File: src/rtl/dma_irq_status.sv
module dma_irq_status #(
  parameter int STD_LIMIT   = 2048,
  parameter int JUMBO_LIMIT = 10240
) (
  input  logic        clk,
  input  logic        rst_n,
  input  logic        rx_frame_done,
  input  logic        rx_buf1_full,
  input  logic        rx_desc_fetch,
  input  logic        rx_desc_dma_owned,
  input  logic        rx_poll_demand,
  input  logic        rx_frame_start,
  input  logic        rx_byte_valid,
  input  logic        rx_start,
  input  logic        rx_stop,
  input  logic        jumbo_en,
  input  logic        tx_fifo_loaded,
  input  logic        bus_err,
  input  logic [2:0]  bus_err_code,
  input  logic        host_wr,
  input  logic [31:0] host_wdata,
  output logic [31:0] host_rdata,
  output logic [1:0]  rx_state,
  output logic        bus_disable
);
  localparam int CW = $clog2(JUMBO_LIMIT + 2);
  localparam logic [CW-1:0] CSAT = CW'(JUMBO_LIMIT + 1);
  localparam logic [CW-1:0] LIM_STD = CW'(STD_LIMIT);
  localparam logic [CW-1:0] LIM_JMB = CW'(JUMBO_LIMIT);

  typedef enum logic [1:0] {ST_STOP = 2'd0, ST_RUN = 2'd1, ST_SUSP = 2'd2} rx_st_e;
  rx_st_e st, st_nxt;

  logic f_ri, f_ru, f_rps, f_rwt, f_eti, f_fbi, f_eri;
  logic [2:0] err_code;
  logic prev_dma;
  logic [CW-1:0] cnt, cnt_nxt;
  logic wd_fired;

  wire [31:0] clr = host_wr ? host_wdata : 32'd0;
  wire running = (st == ST_RUN);
  wire host_desc = running && rx_desc_fetch && !rx_desc_dma_owned && !rx_stop;
  wire set_ru = host_desc && prev_dma;
  wire set_rps = rx_stop && (st != ST_STOP);

  wire [CW-1:0] limit = jumbo_en ? LIM_JMB : LIM_STD;
  wire wd_armed = rx_frame_start ? 1'b0 : wd_fired;
  wire set_rwt = rx_byte_valid && !wd_armed && (cnt_nxt > limit);

  always_comb begin
    if (rx_frame_start) cnt_nxt = rx_byte_valid ? CW'(1) : '0;
    else if (rx_byte_valid && cnt != CSAT) cnt_nxt = cnt + CW'(1);
    else cnt_nxt = cnt;
  end

  always_comb begin
    st_nxt = st;
    if (rx_stop) st_nxt = ST_STOP;
    else case (st)
      ST_STOP: if (rx_start) st_nxt = ST_RUN;
      ST_RUN:  if (host_desc) st_nxt = ST_SUSP;
      ST_SUSP: if (rx_poll_demand || rx_frame_start) st_nxt = ST_RUN;
      default: st_nxt = ST_STOP;
    endcase
  end

  always_ff @(posedge clk) begin
    if (!rst_n) begin
      st       <= ST_STOP;
      prev_dma <= 1'b1;
      cnt      <= '0;
      wd_fired <= 1'b0;
      f_ri     <= 1'b0;
      f_ru     <= 1'b0;
      f_rps    <= 1'b0;
      f_rwt    <= 1'b0;
      f_eti    <= 1'b0;
      f_fbi    <= 1'b0;
      f_eri    <= 1'b0;
      err_code <= 3'd0;
    end else begin
      st       <= st_nxt;
      if (running && rx_desc_fetch) prev_dma <= rx_desc_dma_owned;
      cnt      <= cnt_nxt;
      wd_fired <= wd_armed | set_rwt;
      f_ri     <= rx_frame_done  | (f_ri  & ~clr[6]);
      f_ru     <= set_ru         | (f_ru  & ~clr[7]);
      f_rps    <= set_rps        | (f_rps & ~clr[8]);
      f_rwt    <= set_rwt        | (f_rwt & ~clr[9]);
      f_eti    <= tx_fifo_loaded | (f_eti & ~clr[10]);
      f_fbi    <= bus_err        | (f_fbi & ~clr[13]);
      f_eri    <= !rx_frame_done && (rx_buf1_full | (f_eri & ~clr[14]));
      if (!f_fbi && bus_err) err_code <= bus_err_code;
      else if (f_fbi && clr[13] && !bus_err) err_code <= 3'd0;
    end
  end

  always_comb begin
    host_rdata        = 32'd0;
    host_rdata[6]     = f_ri;
    host_rdata[7]     = f_ru;
    host_rdata[8]     = f_rps;
    host_rdata[9]     = f_rwt;
    host_rdata[10]    = f_eti;
    host_rdata[13]    = f_fbi;
    host_rdata[14]    = f_eri;
    host_rdata[25:23] = err_code;
  end

  assign rx_state    = st;
  assign bus_disable = f_fbi;
endmodule

File: config.mk
export PLATFORM = sky130hd
export DESIGN_NAME = dma_irq_status
export DESIGN_NICKNAME = d
export VERILOG_FILES = /design/src/rtl/dma_irq_status.sv
export SDC_FILE = /design/constraint.sdc
export NUM_CORES = 1
export LEC_CHECK = 0
export ABC_AREA = 1
export BUFFER_PORTS_ARGS = -buffer_cell sky130_fd_sc_hd__buf_2
export CAP_MARGIN = 20
export CORE_MARGIN = 10
export CORE_UTILIZATION = 50
export CTS_CLUSTER_DIAMETER = 150
export DETAILED_ROUTE_END_ITERATION = 7
export GPL_ROUTABILITY_DRIVEN = 0
export HOLD_SLACK_MARGIN = 0.06
export PLACE_DENSITY = 0.79
export RECOVER_POWER = 25
export SYNTH_ARGS = -nofsm -noshare
export SYNTH_HDL_FRONTEND = slang
export SYNTH_SLANG_ARGS = --single-unit
export TNS_END_PERCENT = 50
File: constraint.sdc
create_clock -name clk -period 4.7 [get_ports clk]
set_input_delay 0.47 -clock clk [delete_from_list [all_inputs] [get_ports clk]]
set_output_delay 0.47 -clock clk [all_outputs]
set_load 0.005 [all_outputs]
==> results of run 1 <==
sequential cells by signal, summed over array words and instances, names as in the netlist:
signal	count
prev_dma	1
f_rwt	1
f_eti	1
wd_fired	1
f_ri	1
f_eri	1
bus_disable	1
f_ru	1
cnt	14
f_rps	1
rx_state	2
err_code	3
layer usage:
layer,track usage (%),up-vias
li1,-,950
met1,14.39,799
met2,20.88,60
met3,3.125,7
met4,3.846,0
met5,0,-
path summary, 6_finish.rpt:
check | cells past startpoint | start | endpoint
hold / removal | 2 | rx_frame_done | f_eri
hold reg to reg | 2 | f_rps | f_rps
setup / recovery | 16 | cnt[2] | wd_fired
setup reg to reg | 16 | cnt[2] | wd_fired
stage by stage:
| step | instances | utilization [%] |
|---|---|---|
| 2_1_floorplan | 327 | - |
| 3_3_place_gp | 376 | 53.98 |
| 3_5_place_dp | 376 | 53.98 |
| 4_1_cts | 379 | 55.08 |
| 5_1_grt | 379 | 54.95 |
| 6_report | 379 | 54.95 |
logic make-up (layout without fill, tap and decap cells):
family / Yosys count / in the layout
adder cells (fa/ha/maj): 3 / 3
AO/OA/AOI/OAI: 23 / 23
XOR/XNOR: 5 / 5
buffers and inverters: 74 / 78
AND/OR/NAND/NOR: 172 / 172
flip-flops: 28 / 28
other: 1 / 22
cell type report:
cell class                      instances  area, um^2
Clock buffer                            3       41.29
Fill cell                             403        1687
Inverter                               38       142.6
Multi-Input combinational cell        225        1072
Sequential cell                        28       560.5
Tap cell                               48       60.06
Timing Repair Buffer                   37       180.2
where the power goes:
part	total [mW]	switching [mW]	internal (mW)
sequential	0.248	0.00484	0.243
clock	0.129	0.0710	0.0575
combinational	0.0605	0.0378	0.0227
synth_stat cells (all sizes together):
cell type,number,area [um^2]
nand2,90,357.8
nor2,44,197.7
inv,37,138.9
buf,32,255.2
dfxtp,28,560.5
nand3,21,110.1
a21oi,13,76.33
o21ai,6,30.03
nand4,5,31.28
nor3,5,30.03
clkbuf,4,25.02
xor2,4,35.03
ha,3,37.54
o22ai,3,18.77
or2,3,18.77
nand3b,2,15.01
a2111oi,1,8.760
and2,1,7.510
clkinv,1,3.750
conb,1,3.750
nor4,1,6.260
xnor2,1,8.760
==> key figures, run 1 <==
Finish
  • Commonest cells after routing, fill and taps aside: 86 x nand2_1, 37 x nor2_1, 35 x inv_1
  • Final design area excluding fillers: 2057 um^2
  • Layout cell share with drive strength beyond 1: 17.52%
  • Leading cell type in the layout, fill and taps excluded: nand2_1
  • Area growth from synthesis to layout: 4.050%
  • Nets: 386
  • Diodes inserted: 0

Worst setup path
  • Critical Path Source Type: flop
  • Delay contributed by the slowest stage of the critical path: 480 ps
  • Total buffers and inverters traversed by the critical path: 2
  • Crit path required time: 4820 ps
  • Flop2flop setup slack: 2240 ps
  • Capturing element type of the critical path: flop
  • Critical path class: flop to flop
  • Cell repeated most along the worst path: nand2_1
  • CP Max Fanout: 7
  • Slowest stage cell, crit path: dfxtp_1
  • Data arrival time of the critical path: 2580 ps
  • Crit-path cells: nand2_1, nor2_4, nand2_1, nor2_1, nand4_1, nor3_2, xor2_1, inv_1, nor2_1, ha_1, nand3_1, nand2_1, inv_1, a21oi_2, nand2_1, a21oi_1
  • Largest delay contributor family on the critical path: simple AND/OR/NAND/NOR gates

Logic synthesis
  • Simple-gate portion of the synthesized area: 39.18%
  • Flip-flop and latch count after synthesis: 28
  • Synth Area in Compound Gates: 6.772%
  • Adder-cell area share of the yosys netlist: 1.899%
  • Number of instances in the synthesized netlist: 306
  • Post-synthesis instance area: 1977 um^2
  • Sequential-to-total area share from yosys stat: 28.35%
  • Unique masters post-synth: 33
  • Post-synthesis xor/xnor area fraction: 2.215%
  • Avg Cell Area, Syn: 6.460 um^2
  • Dominant combinational cell family by area after synthesis: simple AND/OR/NAND/NOR gates
  • Share of cell area taken by muxes after synthesis: 0%
  • Number of synthesis warnings: 0

Route
  • DRC violation count after routing: 0
  • Detail Route met2 WL: 1951 um
  • Total met3 wirelength after detailed routing: 285 um
  • Post-detailed-route wirelength per cell: 11.17 um
  • Detail-routed via count per cell: 4.792
  • Number of vias after detailed routing: 1816
  • Final antenna-violating net count: 0
  • Highest routed layer: met4
  • Iter 0 DRT Violations: 94
  • Aggregate routed wire length: 4234 um
  • 1st-pass router iterations: 4
  • Detailed-routing wirelength on met1: 1944 um

Floorplan
  • Initial Util: 52.81%
  • Core Box Area: 3744 um^2
  • Number of rows in the core area: 22
  • Boundary Pins: 85
  • Die footprint: 6869 um^2
  • Y dimension of the die: 82.88 um
  • Die width: 82.88 um

Global routing
  • Pin count of the biggest net entering global routing: 26
  • Global-route wire length before repair: 7590 um
  • Number of global-route vias before repair: 1778
  • Gr ovfl total: 0
  • All-layer global routing usage: 12.20%
  • Antenna violations before repair: 0

Clocking
  • Number of clock sinks: 28
  • Clock transition at the registers of the reported paths: 90 ps
  • Cts bufs inserted: 3
  • Cells resized by post-CTS repair: 0
  • Hold buffers post-CTS: 0
  • Post-CTS setup buffer count: 0
  • Root buffer cell: clkbuf_8
  • Clock tree from TritonCTS: done
  • Clock latency reported for the late side of the worst-skew pair: 270 ps
  • Deepest level of the CTS H-tree: 1
  • Clock Path Buffers: 2

Place
  • Worst slack at placement: 2295 ps
  • Dpl cell area: 2021 um^2
  • Buffers on Ports: 37
  • Placed wire-length estimate: 3346 um

STA
  • Maximum clock skew at final layout: 5.137 ps
  • Number of hold-slack violations in the final timing report: 0
  • Maximum achievable frequency: 407.1 MHz
  • Rel. slew slack: 47.34%
  • Accumulated negative setup slack: 0 ps
  • Worst-Margin Slew: 789.1 ps
  • Ratio of final minimum period to clock period: 52.26%
  • Tmin final: 2456 ps
  • Final setup violation count: 0
  • Setup repair after global routing missed its margin: false
  • Slack of the critical path: 2244 ps
  • Final Slew Violations: 0
  • Hold slack: 370.7 ps

Power
  • Power density over the cells: 212.6 nW/um^2
  • Post-layout total power: 437.2 uW
  • Largest vdd supply drop: 0.1614 mV
  • Static leakage: 1.009 nW

Worst hold path
  • Worst min-delay path class: input pin to flop

Flow run
  • Max-cap violation count: 0

Status
  • Result of the run: finished, final reports clean
(Power assumes the default switching activity.)
==> run 2: changes to the inputs <==
--- a/config.mk
+++ b/config.mk
@@ -9,12 +9,12 @@
 export BUFFER_PORTS_ARGS = -buffer_cell sky130_fd_sc_hd__buf_2
 export CAP_MARGIN = 20
 export CORE_MARGIN = 10
-export CORE_UTILIZATION = 50
+export CORE_UTILIZATION = 48
 export CTS_CLUSTER_DIAMETER = 150
 export DETAILED_ROUTE_END_ITERATION = 7
 export GPL_ROUTABILITY_DRIVEN = 0
 export HOLD_SLACK_MARGIN = 0.06
-export PLACE_DENSITY = 0.79
+export PLACE_DENSITY = 0.77
 export RECOVER_POWER = 25
 export SYNTH_ARGS = -nofsm -noshare
 export SYNTH_HDL_FRONTEND = slang
==> constraint.sdc (replaced) <==
create_clock -name clk -period 2.4 [get_ports clk]
set_input_delay 0.24 -clock clk [delete_from_list [all_inputs] [get_ports clk]]
set_output_delay 0.24 -clock clk [all_outputs]
set_load 0.005 [all_outputs]
==> run 2 against run 1 <==
  * Wire length up 4.2%
  * Die area rose by 3.1%
  * Setup slack worse by 2200 ps
==> key figures, run 2 (synthesized netlist as in run 1, its figures left out) <==
Clocking
  • Root buffer cell: clkbuf_8
  • Clock tree from TritonCTS: done
  • Hold buffers post-CTS: 0
  • Clock transition at the registers of the reported paths: 100 ps
  • Cts bufs inserted: 3
  • Clock Path Buffers: 2
  • Clock latency reported for the late side of the worst-skew pair: 280 ps
  • Deepest level of the CTS H-tree: 1
  • Number of clock sinks: 28

Route
  • Post-detailed-route wirelength per cell: 11.34 um
  • Iter 0 DRT Violations: 114
  • Aggregate routed wire length: 4413 um
  • Detail-routed via count per cell: 4.710
  • 1st-pass router iterations: 6
  • Final antenna-violating net count: 0
  • Number of vias after detailed routing: 1832
  • DRC violation count after routing: 0

Power
  • Largest vdd supply drop: 0.2039 mV
  • Power density over the cells: 404.4 nW/um^2
  • Static leakage: 1.069 nW

Global routing
  • Antenna violations before repair: 0
  • Number of global-route vias before repair: 1784
  • Pin count of the biggest net entering global routing: 25
  • All-layer global routing usage: 12.04%
  • Global-route wire length before repair: 7555 um
  • Gr ovfl total: 0

Worst setup path
  • Total buffers and inverters traversed by the critical path: 3
  • Delay contributed by the slowest stage of the critical path: 370 ps
  • Capturing element type of the critical path: flop
  • CP Max Fanout: 3
  • Critical path class: flop to flop
  • Critical Path Source Type: flop
  • Slowest stage cell, crit path: dfxtp_2
  • Cell repeated most along the worst path: nand2_1
  • Crit-path cells: buf_4, nand2_1, nor2_4, nand2_1, nor2_1, nand4_1, nor3_2, xor2_1, inv_1, nor2_1, ha_1, nand3_1, nand2_1, inv_2, a21oi_2, nand2_2, a21oi_2
  • Crit path required time: 2610 ps
  • Data arrival time of the critical path: 2550 ps
  • Largest delay contributor family on the critical path: simple AND/OR/NAND/NOR gates

STA
  • Maximum clock skew at final layout: 8.906 ps
  • Hold slack: 142.8 ps
  • Number of hold-slack violations in the final timing report: 0
  • Final setup violation count: 0
  • Setup repair after global routing missed its margin: true
  • Maximum achievable frequency: 428.4 MHz
  • Tmin final: 2335 ps
  • Final Slew Violations: 0
  • Ratio of final minimum period to clock period: 97.27%

Worst hold path
  • Worst min-delay path class: input pin to flop

Place
  • # placed instances: 384
  • Dpl cell area: 2068 um^2
  • Placed wire-length estimate: 3494 um
  • Buffers on Ports: 37

Floorplan
  • Number of rows in the core area: 23
  • Die footprint: 7085 um^2
  • Core Box Area: 4000 um^2
  • Boundary Pins: 85
  • Y dimension of the die: 84.18 um
  • Die width: 84.18 um
  • Initial Util: 49.42%

Finish
  • Layout cell share with drive strength beyond 1: 24.19%
  • Final design area excluding fillers: 2157 um^2
  • Diodes inserted: 0
  • Commonest cells after routing, fill and taps aside: 84 x nand2_1, 37 x nor2_1, 37 x buf_2
  • Nets: 394
  • Share of the core filled with cells in the final layout: 53.93%
  • Area growth from synthesis to layout: 9.114%
  • Filler cell count: 425
  • Post-layout instance count excluding filler cells: 389
  • Leading cell type in the layout, fill and taps excluded: nand2_1
  • Number of flip-flops under the largest register name: 14
  • Register ranked first by flip-flop count: cnt
  • Multi-input logic area: 1097 um^2
  • Seq. cell area: 565.5 um^2

Status
  • Result of the run: finished, final reports clean

Flow run
  • Max-cap violation count: 0
==> run 2: worst paths after layout <==
path            startpoint     to  slack, ps  depth (start not counted)
max                 cnt[1]  f_rwt         70                         17
min          rx_frame_done  f_eri        140                          2
max reg2reg         cnt[1]  f_rwt         70                         17
min reg2reg          f_rwt  f_rwt        470                          2
==> run 2: power breakdown <==
part	switching [mW]	internal [mW]
combinational	0.0768	0.0508
clock	0.145	0.113
sequential	0.0101	0.477
==> run 2: through the flow <==
stage	setup slack [ps]	total power [mW]	TNS (ps)
finish	65.49	0.8724	0
detailed placement	125.6	0.6176	0
floorplan	312.0	0.6051	0
global route	-94.41	0.9212	-161.2
CTS	47.68	0.8786	0
global placement	143.9	0.6148	0
==> run 2: area by class of cell <==
cell class                      instances  area share (%)
Inverter                               38           6.729
Sequential cell                        28           26.22
Timing Repair Buffer                   45           11.37
Clock buffer                            3           1.914
Tap cell                               50           2.900
Multi-Input combinational cell        225           50.87
==> run 2: repair_timing <==
action / 4_1_cts / 5_1_grt
setup buffers: 0 / 2
gates resized for setup: 0 / 14
hold endpoints to repair: 0 / 0
setup endpoints to repair: 0 / 2
==> run 2: metal layers <==
| layer | vias up | routed length, um | track usage (%) |
|---|---|---|---|
| li1 | 966 | - | - |
| met1 | 804 | 2053 | 14.41 |
| met2 | 57 | 2078 | 20.54 |
| met3 | 5 | 241 | 2.899 |
| met4 | 0 | 40 | 3.805 |
| met5 | - | 0 | 0 |
==> run 3: changes to the inputs <==
--- a/config.mk
+++ b/config.mk
@@ -8,7 +8,7 @@
 export ABC_AREA = 1
 export BUFFER_PORTS_ARGS = -buffer_cell sky130_fd_sc_hd__buf_2
 export CAP_MARGIN = 20
-export CORE_MARGIN = 10
+export CORE_MARGIN = 2
 export CORE_UTILIZATION = 48
 export CTS_CLUSTER_DIAMETER = 150
 export DETAILED_ROUTE_END_ITERATION = 7
==> run 3 against run 2 <==
  * Register-to-register slack improved by 20 ps
  * Sequential cell count unchanged
  * Highest routed layer unchanged
  * Global-route usage increased by 5.8 points
  * Non-clock buffer count increased by 2
==> key figures, run 3 (synthesized netlist as in run 1, its figures left out) <==
Status
  • Result of the run: finished, final reports clean

Clocking
  • Clock Path Buffers: 2
  • Clock tree from TritonCTS: done
  • Root buffer cell: clkbuf_8
  • Clock transition at the registers of the reported paths: 100 ps
  • Clock latency reported for the late side of the worst-skew pair: 280 ps
  • Deepest level of the CTS H-tree: 1
  • Number of clock sinks: 28
  • Cts bufs inserted: 3

Worst setup path
  • Start of the worst register-to-register path: cnt[1]
  • R2R depth: 19
  • Data arrival time of the critical path: 2530 ps
  • Total buffers and inverters traversed by the critical path: 4
  • Flop2flop setup slack: 90 ps
  • End of the worst register-to-register path: f_rwt
  • Slowest stage cell, crit path: dfxtp_2
  • Largest delay contributor family on the critical path: simple AND/OR/NAND/NOR gates
  • Critical Path Source Type: flop
  • Crit-path cells: inv_2, ha_4, inv_4, nor2_4, nand2_2, nor2_2, nand2_4, nand4_1, nor3_2, xor2_1, inv_1, nor2_1, ha_1, nand3_1, nand2_1, inv_2, a21oi_2, nand2_2, a21oi_2
  • Critical path class: flop to flop
  • Delay contributed by the slowest stage of the critical path: 360 ps
  • Capturing element type of the critical path: flop
  • Crit path required time: 2610 ps
  • CP Max Fanout: 3

Worst hold path
  • Source of the worst hold timing path: rx_frame_done
  • Worst min-delay path class: input pin to flop
  • Worst hold path depth: 2
  • Hold EP: f_eri

Global routing
  • Antenna violations before repair: 0
  • Met1 Usage GRT: 22.78%
  • Pin count of the biggest net entering global routing: 25
  • Global routing met2 resource utilization: 31.43%
  • Routing usage on met3: 2.961%
  • Number of global-route vias before repair: 1515
  • Most used routing layer in global routing: met2
  • All-layer global routing usage: 17.87%
  • Global-route wire length before repair: 6389 um
  • Gr ovfl total: 0

Floorplan
  • Number of rows in the core area: 23
  • Initial Util: 49.78%
  • Y dimension of the die: 68.18 um
  • Die width: 68.18 um
  • Die footprint: 4648 um^2
  • Core Box Area: 3971 um^2
  • Boundary Pins: 85

Finish
  • Nets: 396
  • Diodes inserted: 0
  • Area growth from synthesis to layout: 9.936%
  • Leading cell type in the layout, fill and taps excluded: nand2_1
  • Register ranked first by flip-flop count: cnt
  • Filler cell count: 392
  • Commonest cells after routing, fill and taps aside: 83 x nand2_1, 37 x nor2_1, 36 x buf_2
  • Number of flip-flops under the largest register name: 14
  • Layout cell share with drive strength beyond 1: 24.63%
  • Final design area excluding fillers: 2173 um^2

Flow run
  • Max-cap violation count: 0

Power
  • Post-layout total power: 871.6 uW
  • Power density over the cells: 401.1 nW/um^2
  • Largest vdd supply drop: 0.3936 mV
  • Static leakage: 1.077 nW

Place
  • Buffers on Ports: 37
  • Dpl cell area: 2061 um^2
  • Placed wire-length estimate: 3045 um

STA
  • Number of hold-slack violations in the final timing report: 0
  • Final Slew Violations: 0
  • Hold slack: 132.0 ps
  • Ratio of final minimum period to clock period: 96.34%
  • Maximum achievable frequency: 432.5 MHz
  • Maximum clock skew at final layout: 6.943 ps
  • Setup repair after global routing missed its margin: true
  • Tmin final: 2312 ps
  • Final setup violation count: 0

Route
  • Post-detailed-route wirelength per cell: 10.18 um
  • Final antenna-violating net count: 0
  • DRC violation count after routing: 0
  • Detail-routed via count per cell: 4.614
  • Number of vias after detailed routing: 1804
  • Aggregate routed wire length: 3979 um
  • Iter 0 DRT Violations: 90
  • 1st-pass router iterations: 4
-- run 3: worst max path at each step --
stage / start / end / slack (ps) / cells after the start
after floorplan: cnt[1] / f_rwt / 310 / 19
after CTS: cnt[1] / f_rwt / 60 / 19
after detailed placement: cnt[1] / f_rwt / 80 / 19
final: cnt[1] / f_rwt / 90 / 19
after global routing: cnt[1] / f_rwt / -140 / 19
after global placement: cnt[1] / wd_fired / 130 / 19
-- run 3: area by class of cell --
| class | instances | area [um^2] | area share, % |
|---|---|---|---|
| multi-input cells | 225 | 1096 | 50.43 |
| flip-flops and latches | 28 | 569.3 | 26.19 |
| repair buffers | 47 | 259.0 | 11.92 |
| inverters | 38 | 145.1 | 6.678 |
| well taps | 50 | 62.56 | 2.879 |
| clock buffers | 3 | 41.29 | 1.900 |
-- run 3: metal layers --
metal | part of all wire (%) | vias up
met5 | 0 | -
met4 | 0.65 | 0
met3 | 5.9 | 4
met2 | 46 | 53
met1 | 47 | 775
li1 | - | 972
-- run 3: through the flow --
step / std cells / worst slack (ps) / util, % / TNS, ps
4_1_cts: 386 / 56.27 / 52.93 / 0
3_5_place_dp: 383 / 81.44 / 51.89 / 0
5_1_grt: 391 / -141.5 / 54.73 / -270.2
3_3_place_gp: 383 / 130.6 / 51.89 / 0
6_report: 391 / 87.83 / 54.73 / 0
2_1_floorplan: 327 / 312.0 / - / 0
-- run 3: what timing repair did --
item / CTS / global route
buffers inserted: 0 / 5
endpoints found under the setup margin: 0 / 2
hold buffers: 0 / 0
gates resized for setup: 0 / 16
-- run 3: where the power goes --
part           leakage (nW)  internal (mW)  switching (mW)
clock                0.0216          0.113           0.148
sequential            0.230          0.477          0.0100
combinational         0.825         0.0499          0.0744
-- run 3: worst register-to-register path, delay by kind of cell, from the launching register on --
family | cells | cell delay, ps
flops | 1 | 360
simple gates | 10 | 900
buf+inv | 4 | 220
fa+ha+maj | 2 | 340
xor+xnor | 1 | 180
compound gates | 2 | 260
